$ cat config.mk
export PLATFORM = sky130hd
export DESIGN_NAME = stp_fwd_filter
export DESIGN_NICKNAME = d
export VERILOG_FILES = /design/src/rtl/stp_filter_pkg.sv /design/src/rtl/stp_ingress_decode.sv /design/src/rtl/stp_egress_gate.sv /design/src/rtl/stp_fwd_filter.sv
export SDC_FILE = /design/constraint.sdc
export NUM_CORES = 1
export LEC_CHECK = 0
export BUFFER_PORTS_ARGS = -buffer_cell sky130_fd_sc_hd__buf_4
export CORE_AREA = 2 2 39 41
export DETAILED_ROUTE_END_ITERATION = 8
export DIE_AREA = 0 0 41 43
export HOLD_SLACK_MARGIN = 0.05
export PLACE_DENSITY = 0.66
export SYNTH_ARGS = -nofsm -noshare
export SYNTH_HDL_FRONTEND = slang
export SYNTH_SLANG_ARGS = --single-unit
$ cat constraint.sdc
create_clock -name clk -period 0.8 [get_ports clk]
set_input_delay 0.04 -clock clk [delete_from_list [all_inputs] [get_ports clk]]
set_output_delay 0.04 -clock clk [all_outputs]
set_load 0.01 [all_outputs]
$ cat src/rtl/stp_filter_pkg.sv
package stp_filter_pkg;

    typedef enum logic [1:0] {
        PATH_DROP     = 2'd0,
        PATH_OVERRIDE = 2'd1,
        PATH_INJECT   = 2'd2,
        PATH_NORMAL   = 2'd3
    } fwd_path_e;

endpackage

$ cat src/rtl/stp_ingress_decode.sv
module stp_ingress_decode
    import stp_filter_pkg::*;
#(
    parameter int NUM_NET = 2,
    parameter int PID_W   = 2
) (
    input  logic [PID_W-1:0]   src_id,
    input  logic [NUM_NET-1:0] rx_en,
    input  logic [NUM_NET-1:0] learn_dis,
    input  logic               tag_flag,
    input  logic               hit,
    input  logic               override,
    output logic [NUM_NET:0]   src_oh,
    output fwd_path_e          path,
    output logic               learn_ok
);

    localparam int CPU_ID = NUM_NET + 1;

    always_comb begin
        src_oh   = '0;
        path     = PATH_DROP;
        learn_ok = 1'b0;
        for (int i = 0; i < NUM_NET; i++) begin
            if (src_id == PID_W'(i + 1)) begin
                src_oh[i] = 1'b1;
                learn_ok  = !learn_dis[i];
                if (rx_en[i]) begin
                    path = PATH_NORMAL;
                end else if (hit && override) begin
                    path = PATH_OVERRIDE;
                end else begin
                    path = PATH_DROP;
                end
            end
        end
        if (src_id == PID_W'(CPU_ID)) begin
            src_oh[NUM_NET] = 1'b1;
            learn_ok        = 1'b1;
            path            = tag_flag ? PATH_INJECT : PATH_NORMAL;
        end
    end

endmodule

$ cat src/rtl/stp_egress_gate.sv
module stp_egress_gate
    import stp_filter_pkg::*;
#(
    parameter bit IS_CPU = 1'b0
) (
    input  fwd_path_e path,
    input  logic      dest_bit,
    input  logic      tx_ok,
    input  logic      self_bit,
    output logic      fwd
);

    always_comb begin
        unique case (path)
            PATH_DROP:     fwd = 1'b0;
            PATH_OVERRIDE: fwd = IS_CPU;
            PATH_INJECT:   fwd = IS_CPU ? 1'b0 : dest_bit;
            PATH_NORMAL:   fwd = dest_bit && tx_ok && !self_bit;
            default:       fwd = 1'b0;
        endcase
    end

endmodule

$ cat src/rtl/stp_fwd_filter.sv
module stp_fwd_filter
    import stp_filter_pkg::*;
#(
    parameter  int NUM_NET   = 2,
    localparam int NUM_PORTS = NUM_NET + 1,
    localparam int PID_W     = $clog2(NUM_NET + 2)
) (
    input  logic                 clk,
    input  logic                 rst_n,
    input  logic [NUM_NET-1:0]   cfg_tx_en,
    input  logic [NUM_NET-1:0]   cfg_rx_en,
    input  logic [NUM_NET-1:0]   cfg_learn_dis,
    input  logic                 frm_valid,
    input  logic [PID_W-1:0]     frm_src_id,
    input  logic                 lkp_hit,
    input  logic                 lkp_override,
    input  logic [NUM_PORTS-1:0] lkp_mask,
    input  logic [NUM_PORTS-1:0] dyn_mask,
    input  logic                 tag_flag,
    input  logic [NUM_PORTS-1:0] tag_mask,
    output logic                 dec_valid,
    output logic [NUM_PORTS-1:0] dec_mask,
    output logic                 dec_learn
);

    typedef struct packed {
        logic                 valid;
        logic [NUM_PORTS-1:0] mask;
        logic                 learn;
    } dec_state_t;

    dec_state_t st_d, st_q;

    logic [NUM_PORTS-1:0] src_oh;
    fwd_path_e            path;
    logic                 learn_ok;
    logic [NUM_PORTS-1:0] dest_sel;
    logic [NUM_PORTS-1:0] tx_ok;
    logic [NUM_PORTS-1:0] gate_out;

    stp_ingress_decode #(
        .NUM_NET (NUM_NET),
        .PID_W   (PID_W)
    ) i_ingress (
        .src_id    (frm_src_id),
        .rx_en     (cfg_rx_en),
        .learn_dis (cfg_learn_dis),
        .tag_flag  (tag_flag),
        .hit       (lkp_hit),
        .override  (lkp_override),
        .src_oh    (src_oh),
        .path      (path),
        .learn_ok  (learn_ok)
    );

    always_comb begin
        if (path == PATH_INJECT) begin
            dest_sel = tag_mask;
        end else if (lkp_hit) begin
            dest_sel = lkp_mask;
        end else begin
            dest_sel = dyn_mask;
        end
        tx_ok = {1'b1, cfg_tx_en};
    end

    for (genvar g = 0; g < NUM_PORTS; g++) begin : g_egress
        stp_egress_gate #(
            .IS_CPU (g == NUM_NET)
        ) i_gate (
            .path     (path),
            .dest_bit (dest_sel[g]),
            .tx_ok    (tx_ok[g]),
            .self_bit (src_oh[g]),
            .fwd      (gate_out[g])
        );
    end

    always_comb begin
        st_d       = '0;
        st_d.valid = frm_valid;
        if (frm_valid) begin
            st_d.mask  = gate_out;
            st_d.learn = learn_ok;
        end
    end

    always_ff @(posedge clk or negedge rst_n) begin
        if (!rst_n) begin
            st_q <= '0;
        end else begin
            st_q <= st_d;
        end
    end

    assign dec_valid = st_q.valid;
    assign dec_mask  = st_q.mask;
    assign dec_learn = st_q.learn;

endmodule

==> results by stage, run 1 <==
Outcome:
- The run finished with clean final reports.

Hold path:
- The worst hold path begins at tag_mask[1].
- The worst hold path passes through 3 cells.
- The worst hold-check path type is primary input to flop.

Synthesis:
- Each instance of the synthesized netlist takes up on average 9.97 sq um.
- Counting flops and latches in the post-synthesis netlist gives 5.
- The count of warnings emitted by yosys is 0.
- Of the synthesized area, sequential elements account for 40.5%.
- The synthesized netlist contains 22 unique library cells.
- The cell count after synthesis is 31.
- After synthesis the cells add up to 309 sq um.
- The net count after synthesis is 54.

Placement:
- The wire-length estimate of the detail-placed layout is 645 um.
- Before CTS, the worst setup slack after placement is -0.167 ns.
- The number of port buffers is 26.
- Routability-driven placement finished with a final weighted congestion of 0.696.

Floorplanning:
- The core region is 0.00138 sq mm.
- From bottom edge to top edge, the die measures 43 um.
- The initial utilization of the core area, before any placement, comes to 22.3%.
- The overall die width is 41 um.
- Row generation in the floorplan step produced 14 rows.
- The number of placed I/O pins is 28.
- The floorplan step defined a die boundary enclosing 0.00176 sq mm.

Clock network:
- The master cell of the clock root buffer is sky130_fd_sc_hd__clkbuf_4.
- The clock passes through at most 2 buffers.
- Counting the buffers created by CTS gives 3.
- TritonCTS built the clock tree.
- For this design, the sink count on the clock tree is 5.
- The number of levels in the clock H-tree is 1.
- The clock slew seen by the registers of the worst setup and hold paths is 0.04 ns.
- Buffers added to address setup during post-CTS repair amount to 0.

Power:
- VDD sags by at most 0.442 mV.
- The total power density per cell area is 1270 mW/mm^2.
- For this design the static power due to leakage is 0.309 nW.

STA:
- Once routing completed, OpenROAD measured the worst setup slack at 0.0344 ns.
- Setup repair after global routing left no endpoint under its margin.
- After layout, the worst path uses 95.7% of the clock period.
- The max-slew headroom at the worst pin is 80.9%.
- Hold is met by 0.0654 ns.
- The count of pins over their slew limit is 0.
- Based on the critical path, the design can be clocked at up to 1.31 GHz.
- Summed over all failing endpoints, the final setup total negative slack is 0 ns.
- The setup-violating endpoint count in the final report is 0.
- The total count of hold-check failures in the final report came to 0.
- The post-route minimum period is 0.766 ns.
- The measured slew at the worst slew-check pin is 0.287 ns.

Layout:
- The share of post-route cells with drive strength above 1 is 52.3%.
- Leaving out fill and tap cells, the most frequent cells in the layout are sky130_fd_sc_hd__buf_4 (28), sky130_fd_sc_hd__dfrtp_1 (5), sky130_fd_sc_hd__clkbuf_4 (3), sky130_fd_sc_hd__dlygate4sd3_1 (3).
- Summing all flip-flop and latch instances after layout gives 125 sq um.
- In the final layout, the multi-input gates occupy 164 sq um.
- The synthesis-to-layout area growth is 92.3%.
- The number of diodes is 0.
- The library cell used most frequently in the layout, excluding fill and tap cells, is sky130_fd_sc_hd__buf_4.
- The number of inserted filler cells in the final layout is 141.
- For this run, the post-layout net count is 89.

Worst setup path:
- For this run, the slowest stage of the critical path takes 0.36 ns.
- Data arrives at the worst endpoint at 0.73 ns.
- The first element of the critical path is dec_mask[2]$_DFF_PN0_.
- Counting both buffers and inverters, the worst setup path holds a total of 1.
- The largest fanout on the critical path is 1.
- Among all stages on the critical path, the largest delay is contributed by sky130_fd_sc_hd__dfrtp_1.
- The endpoint kind of the worst setup timing path is an output pin.
- The signal on the critical path passes through buf_4.
- For the worst setup path, the data required time is 0.76 ns.
- The type of the worst setup path is flop to output pin.
- The sort of element at the start of the critical path is a flop.
- The top cell family by delay on the critical path is flip-flops.
- In this run the number of cells on the critical path is 1.

GRT:
- The initial antenna violation count is 0.
- The total overflow left after global routing is 0.
- The all-layer global routing usage is 10.2%.
- The largest net degree at the start of global routing is 8.
- The first-pass GRT wire length is 1160 um.
- The number of global-route vias before repair is 319.

Routing:
- The total vias in the final route is 348.
- Before antenna repair, the detailed router went through 4 iterations.
- The number of nets with antenna violations after detailed routing is 0.
- The post-detailed-routing wire length is 737 um.
- After the first detailed-routing iteration, the DRC count stood at 4.
- The per-cell routed wire length is 9.10 um.
- The final routed DRC violation total is 0.
- The post-detailed-route via-to-cell ratio is 4.30.

Run:
- Max-cap violations in this run came to 0.
==> logic make-up after synthesis <==
group | synth area share (%)
AOI/OAI and AO/OA | 15.4
buffers and inverters | 7.69
and+or+nand+nor | 19.8
DFF | 40.5
xor gates and xnor gates | 2.83
muxes | 13.8
==> per-stage QoR <==
stage               power (mW)  cell area, sq um  utilization (%)  instances
floorplan                0.349               318                -         31
global placement         0.464               531             38.3         74
detailed placement       0.466               531             38.3         74
CTS                      0.770               587             42.4         81
global route             0.803               594             42.9         81
finish                   0.755               594             42.9         81
==> worst paths after layout <==
kind | endpoint | slack, ns
min in group asynchronous | dec_mask[1]$_DFF_PN0_ | 0.14
max in group asynchronous | dec_learn$_DFF_PN0_ | 0.55
min | dec_mask[1]$_DFF_PN0_ | 0.07
max | dec_mask[2] | 0.03
==> state kept, by name, indices dropped and copies added, names as in the netlist <==
name and cells:
dec_learn 1, dec_mask 3, dec_valid 1
==> where the power goes <==
| group | internal [mW] | switching (mW) | total, mW |
|---|---|---|---|
| sequential | 0.267 | 0.00318 | 0.270 |
| clock | 0.188 | 0.0895 | 0.277 |
| combinational | 0.137 | 0.0702 | 0.207 |
| total | 0.592 | 0.163 | 0.755 |
==> final cells by class <==
type / instances / share of cell area (%)
Clock buffer: 4 / 4.42
Inverter: 2 / 1.26
Multi-Input combinational cell: 22 / 27.6
Sequential cell: 5 / 21.1
Tap cell: 16 / 3.37
Timing Repair Buffer: 32 / 42.3
==> synth_stat cells (all sizes together) <==
library cell | n | area, sq um
clkbuf | 1 | 5.00
o2111ai | 1 | 8.76
nor3b | 1 | 7.51
nand4 | 2 | 12.5
and2 | 1 | 6.26
inv | 2 | 7.51
nor2 | 2 | 7.51
nand3 | 1 | 5.00
a222oi | 1 | 10.0
nor2b | 2 | 12.5
o21ai | 1 | 5.00
dfrtp | 5 | 125
a21boi | 1 | 7.51
nand2 | 1 | 3.75
o31ai | 1 | 7.51
nand2b | 1 | 6.26
buf | 1 | 11.3
a2bb2oi | 1 | 8.76
mux2 | 2 | 22.5
xor2 | 1 | 8.76
mux2i | 2 | 20.0
==> per-layer routing <==
| metal | track usage [%] | wire length, um | up-vias |
|---|---|---|---|
| met3 | 2.09 | 101 | 0 |
| met2 | 15.0 | 374 | 22 |
| li1 | - | - | 180 |
| met5 | 0 | 0 | - |
| met1 | 11.0 | 262 | 146 |
| met4 | 10.0 | 0 | 0 |
==> repair_timing <==
action	4_1_cts	5_1_grt
endpoints found under the hold margin	7	0
resized for setup	0	2
setup endpoints to repair	0	1
hold buffers	3	0
Power figures use the tool's default switching activity.
==> inputs of run 2 (changes only) <==
- MAX_ROUTING_LAYER: unset -> met4
==> run 2 against run 1 <==
Maximum frequency is essentially flat. Sequential share of layout area stayed put. Count of clock-buffer cells in the layout unchanged. Sequential power barely moved. Worst hold slack is essentially flat. Global-route usage increased by 0.25 points.
==> results by stage, run 2 (synthesized netlist as in run 1, its figures left out) <==
Floorplanning:
- The die is 41 um wide.
- The core region is 0.00138 sq mm.
- The area of the die is 0.00176 sq mm.
- The initial utilization of the core area, before any placement, comes to 22.3%.
- The number of placed I/O pins is 28.
- In this run the core area contains 14 standard-cell rows.
- In this run the vertical extent of the chip is 43 um.

Worst setup path:
- At the worst endpoint, the required time is 0.76 ns.
- The endpoint kind of the worst setup timing path is an output pin.
- Of all nets on the critical path, the largest fanout is 1.
- The sort of element at the start of the critical path is a flop.
- The worst setup path is of the flop to output pin kind.
- The number of buffers and inverters on the critical path is 1.
- The kind of cell with the highest combined delay along the critical path is flip-flops.
- The longest individual stage delay on the worst path is 0.36 ns.
- The slowest stage of the critical path belongs to the cell sky130_fd_sc_hd__dfrtp_1.
- Data on the critical path arrives at its endpoint at 0.73 ns.
- Walking the worst path, the cells encountered are buf_4.

STA:
- Setup repair after global routing left no endpoint under its margin.
- The measured slew at the worst slew-check pin is 0.287 ns.
- The post-route minimum period is 0.765 ns.
- Of the available clock period, the critical path in the final layout requires 95.7%.
- For this run, the top clock speed supported by timing is 1.31 GHz.
- The worst pin sits at a relative slew slack of 80.9%.
- The count of pins over their slew limit was 0.
- The tightest hold path in the finished design has a slack of 0.0655 ns.
- The setup-violating endpoint count in the final report is 0.
- The total count of hold-check failures in the final report was 0.

Power:
- The part of the total power dissipated in the clock network is 36.7%.
- Per report_power, the combinational group accounts for 27.5% of the total.
- The maximum VDD drop is 0.442 mV.
- The power spent charging and discharging nets is 0.163 mW.
- The switching power as a share of total power is 21.6%.
- The total power density per cell area is 1270 mW/mm^2.
- The static leakage is 0.309 nW.
- The sequential fraction of design power is 35.8%.
- The cell-internal power is 0.592 mW.

Clock network:
- After clock tree synthesis, the clock-pin slew on the worst setup and hold paths is 0.04 ns.
- TritonCTS built the clock tree.
- The maximum clock path buffer count is 2.
- The tree built by TritonCTS fans out to 5 sinks.
- CTS placed an instance of sky130_fd_sc_hd__clkbuf_4 at the clock tree root.
- The TritonCTS buffer count is 3.
- CTS built an H-tree with a depth of 1.
- The number of setup buffers added after CTS is 0.

Layout:
- In the final design database the tool counted 89 nets.
- The number of flip-flops under the largest register name is 3.
- With fillers left out, the area of the finished cells amounts to 594 sq um.
- Compared with the post-synthesis result, the final layout area differs by 92.3%.
- The top cell types in the final layout, fill and taps aside, are sky130_fd_sc_hd__buf_4 (28), sky130_fd_sc_hd__dfrtp_1 (5), sky130_fd_sc_hd__clkbuf_4 (3), sky130_fd_sc_hd__dlygate4sd3_1 (3).
- 0 antenna diodes ended up in the layout.
- The library cell used most frequently in the layout, excluding fill and tap cells, is sky130_fd_sc_hd__buf_4.
- In the final layout, the share of cells above drive strength 1 is 52.3%.

Routing:
- The pre-antenna-repair detailed-routing pass consisted of 4 iterations.
- In this run, the number of DRC markers left after iteration 0 of detailed routing was 4.
- The per-cell routed wire length is 9.09 um.
- For this block, the routed nets add up to 736 um of wire.
- Once detail routing completed, the nets flagged for antenna violations numbered 0.
- For this run, design rule violations remaining after detail routing come to 0.
- Detailed routing inserted a total of 348 vias.
- In the routed layout, each cell is associated on average with a via count of 4.30.

Outcome:
- The flow ran to the end, and the final reports show no timing, DRC or antenna violations.

Hold path:
- The tightest min-delay check is of the primary input to flop type.

GRT:
- The number of global-route vias before repair was 320.
- The final global-route overflow total is 0.
- The first-pass GRT wire length is 1160 um.
- The initial antenna violation count is 0.
- Entering global routing, the biggest net connects 8 pins.
- The all-layer global routing usage is 10.4%.

Placement:
- Once placement finished, the instance area stood at 531 sq um.
- The number of port buffers is 26.
- Detailed placement finished with a half-perimeter wire length of 645 um.
- At the end of routability-driven placement, the weighted congestion stood at 0.703.

Run:
- The tool flagged a number of max-cap violations equal to 0.
==> run 2: cell counts in the layout (fill, tap and decap cells not counted) <==
No cell type changed its count.
==> run 2: stage by stage <==
step / setup TNS (ns) / setup WS (ns) / total power, mW / util [%] / instances
after CTS: 0 / 0.0231 / 0.770 / 42.4 / 81
after floorplan: 0 / 0.00175 / 0.349 / - / 31
after global placement: -0.209 / -0.157 / 0.464 / 38.3 / 74
after global routing: 0 / 0.0115 / 0.803 / 42.9 / 81
final: 0 / 0.0345 / 0.754 / 42.9 / 81
after detailed placement: -0.214 / -0.167 / 0.466 / 38.3 / 74
==> run 2: path summary, 6_finish.rpt <==
path / start / end / slack [ns] / cells after the start
max: dec_mask[2]$_DFF_PN0_ / dec_mask[2] / 0.03 / 1
min: tag_mask[1] / dec_mask[1]$_DFF_PN0_ / 0.07 / 3
max in group asynchronous: rst_n / dec_learn$_DFF_PN0_ / 0.55 / 2
min in group asynchronous: rst_n / dec_mask[1]$_DFF_PN0_ / 0.14 / 2
==> run 2: metal layers <==
metal / vias to the layer above / GRT usage [%] / share of wire (%)
met4: 0 / 10.0 / 0
met5: - / - / 0
met3: 0 / 1.57 / 14
met2: 22 / 15.0 / 51
met1: 146 / 11.4 / 36
li1: 180 / - / -
==> run 2: cell type report <==
type                    instances  area, sq um
well taps                      16         20.0
clock buffers                   4         26.3
inverters                       2         7.51
multi-input cells              22          164
repair buffers                 32          251
flip-flops and latches          5          125
fillers                       141          790
==> run 2: power groups by stage <==
stage | logic (mW) | clock network [mW] | registers [mW]
2_1_floorplan | 0.0679 | 0 | 0.281
3_5_place_dp | 0.192 | 0 | 0.274
4_1_cts | 0.205 | 0.295 | 0.270
6_report | 0.207 | 0.277 | 0.270
3_3_place_gp | 0.191 | 0 | 0.274
5_1_grt | 0.230 | 0.303 | 0.270
==> run 2: repair_timing <==
item,CTS,global route
hold endpoints to repair,7,0
endpoints found under the setup margin,0,1
hold buffers,3,0
gates resized for setup,0,2
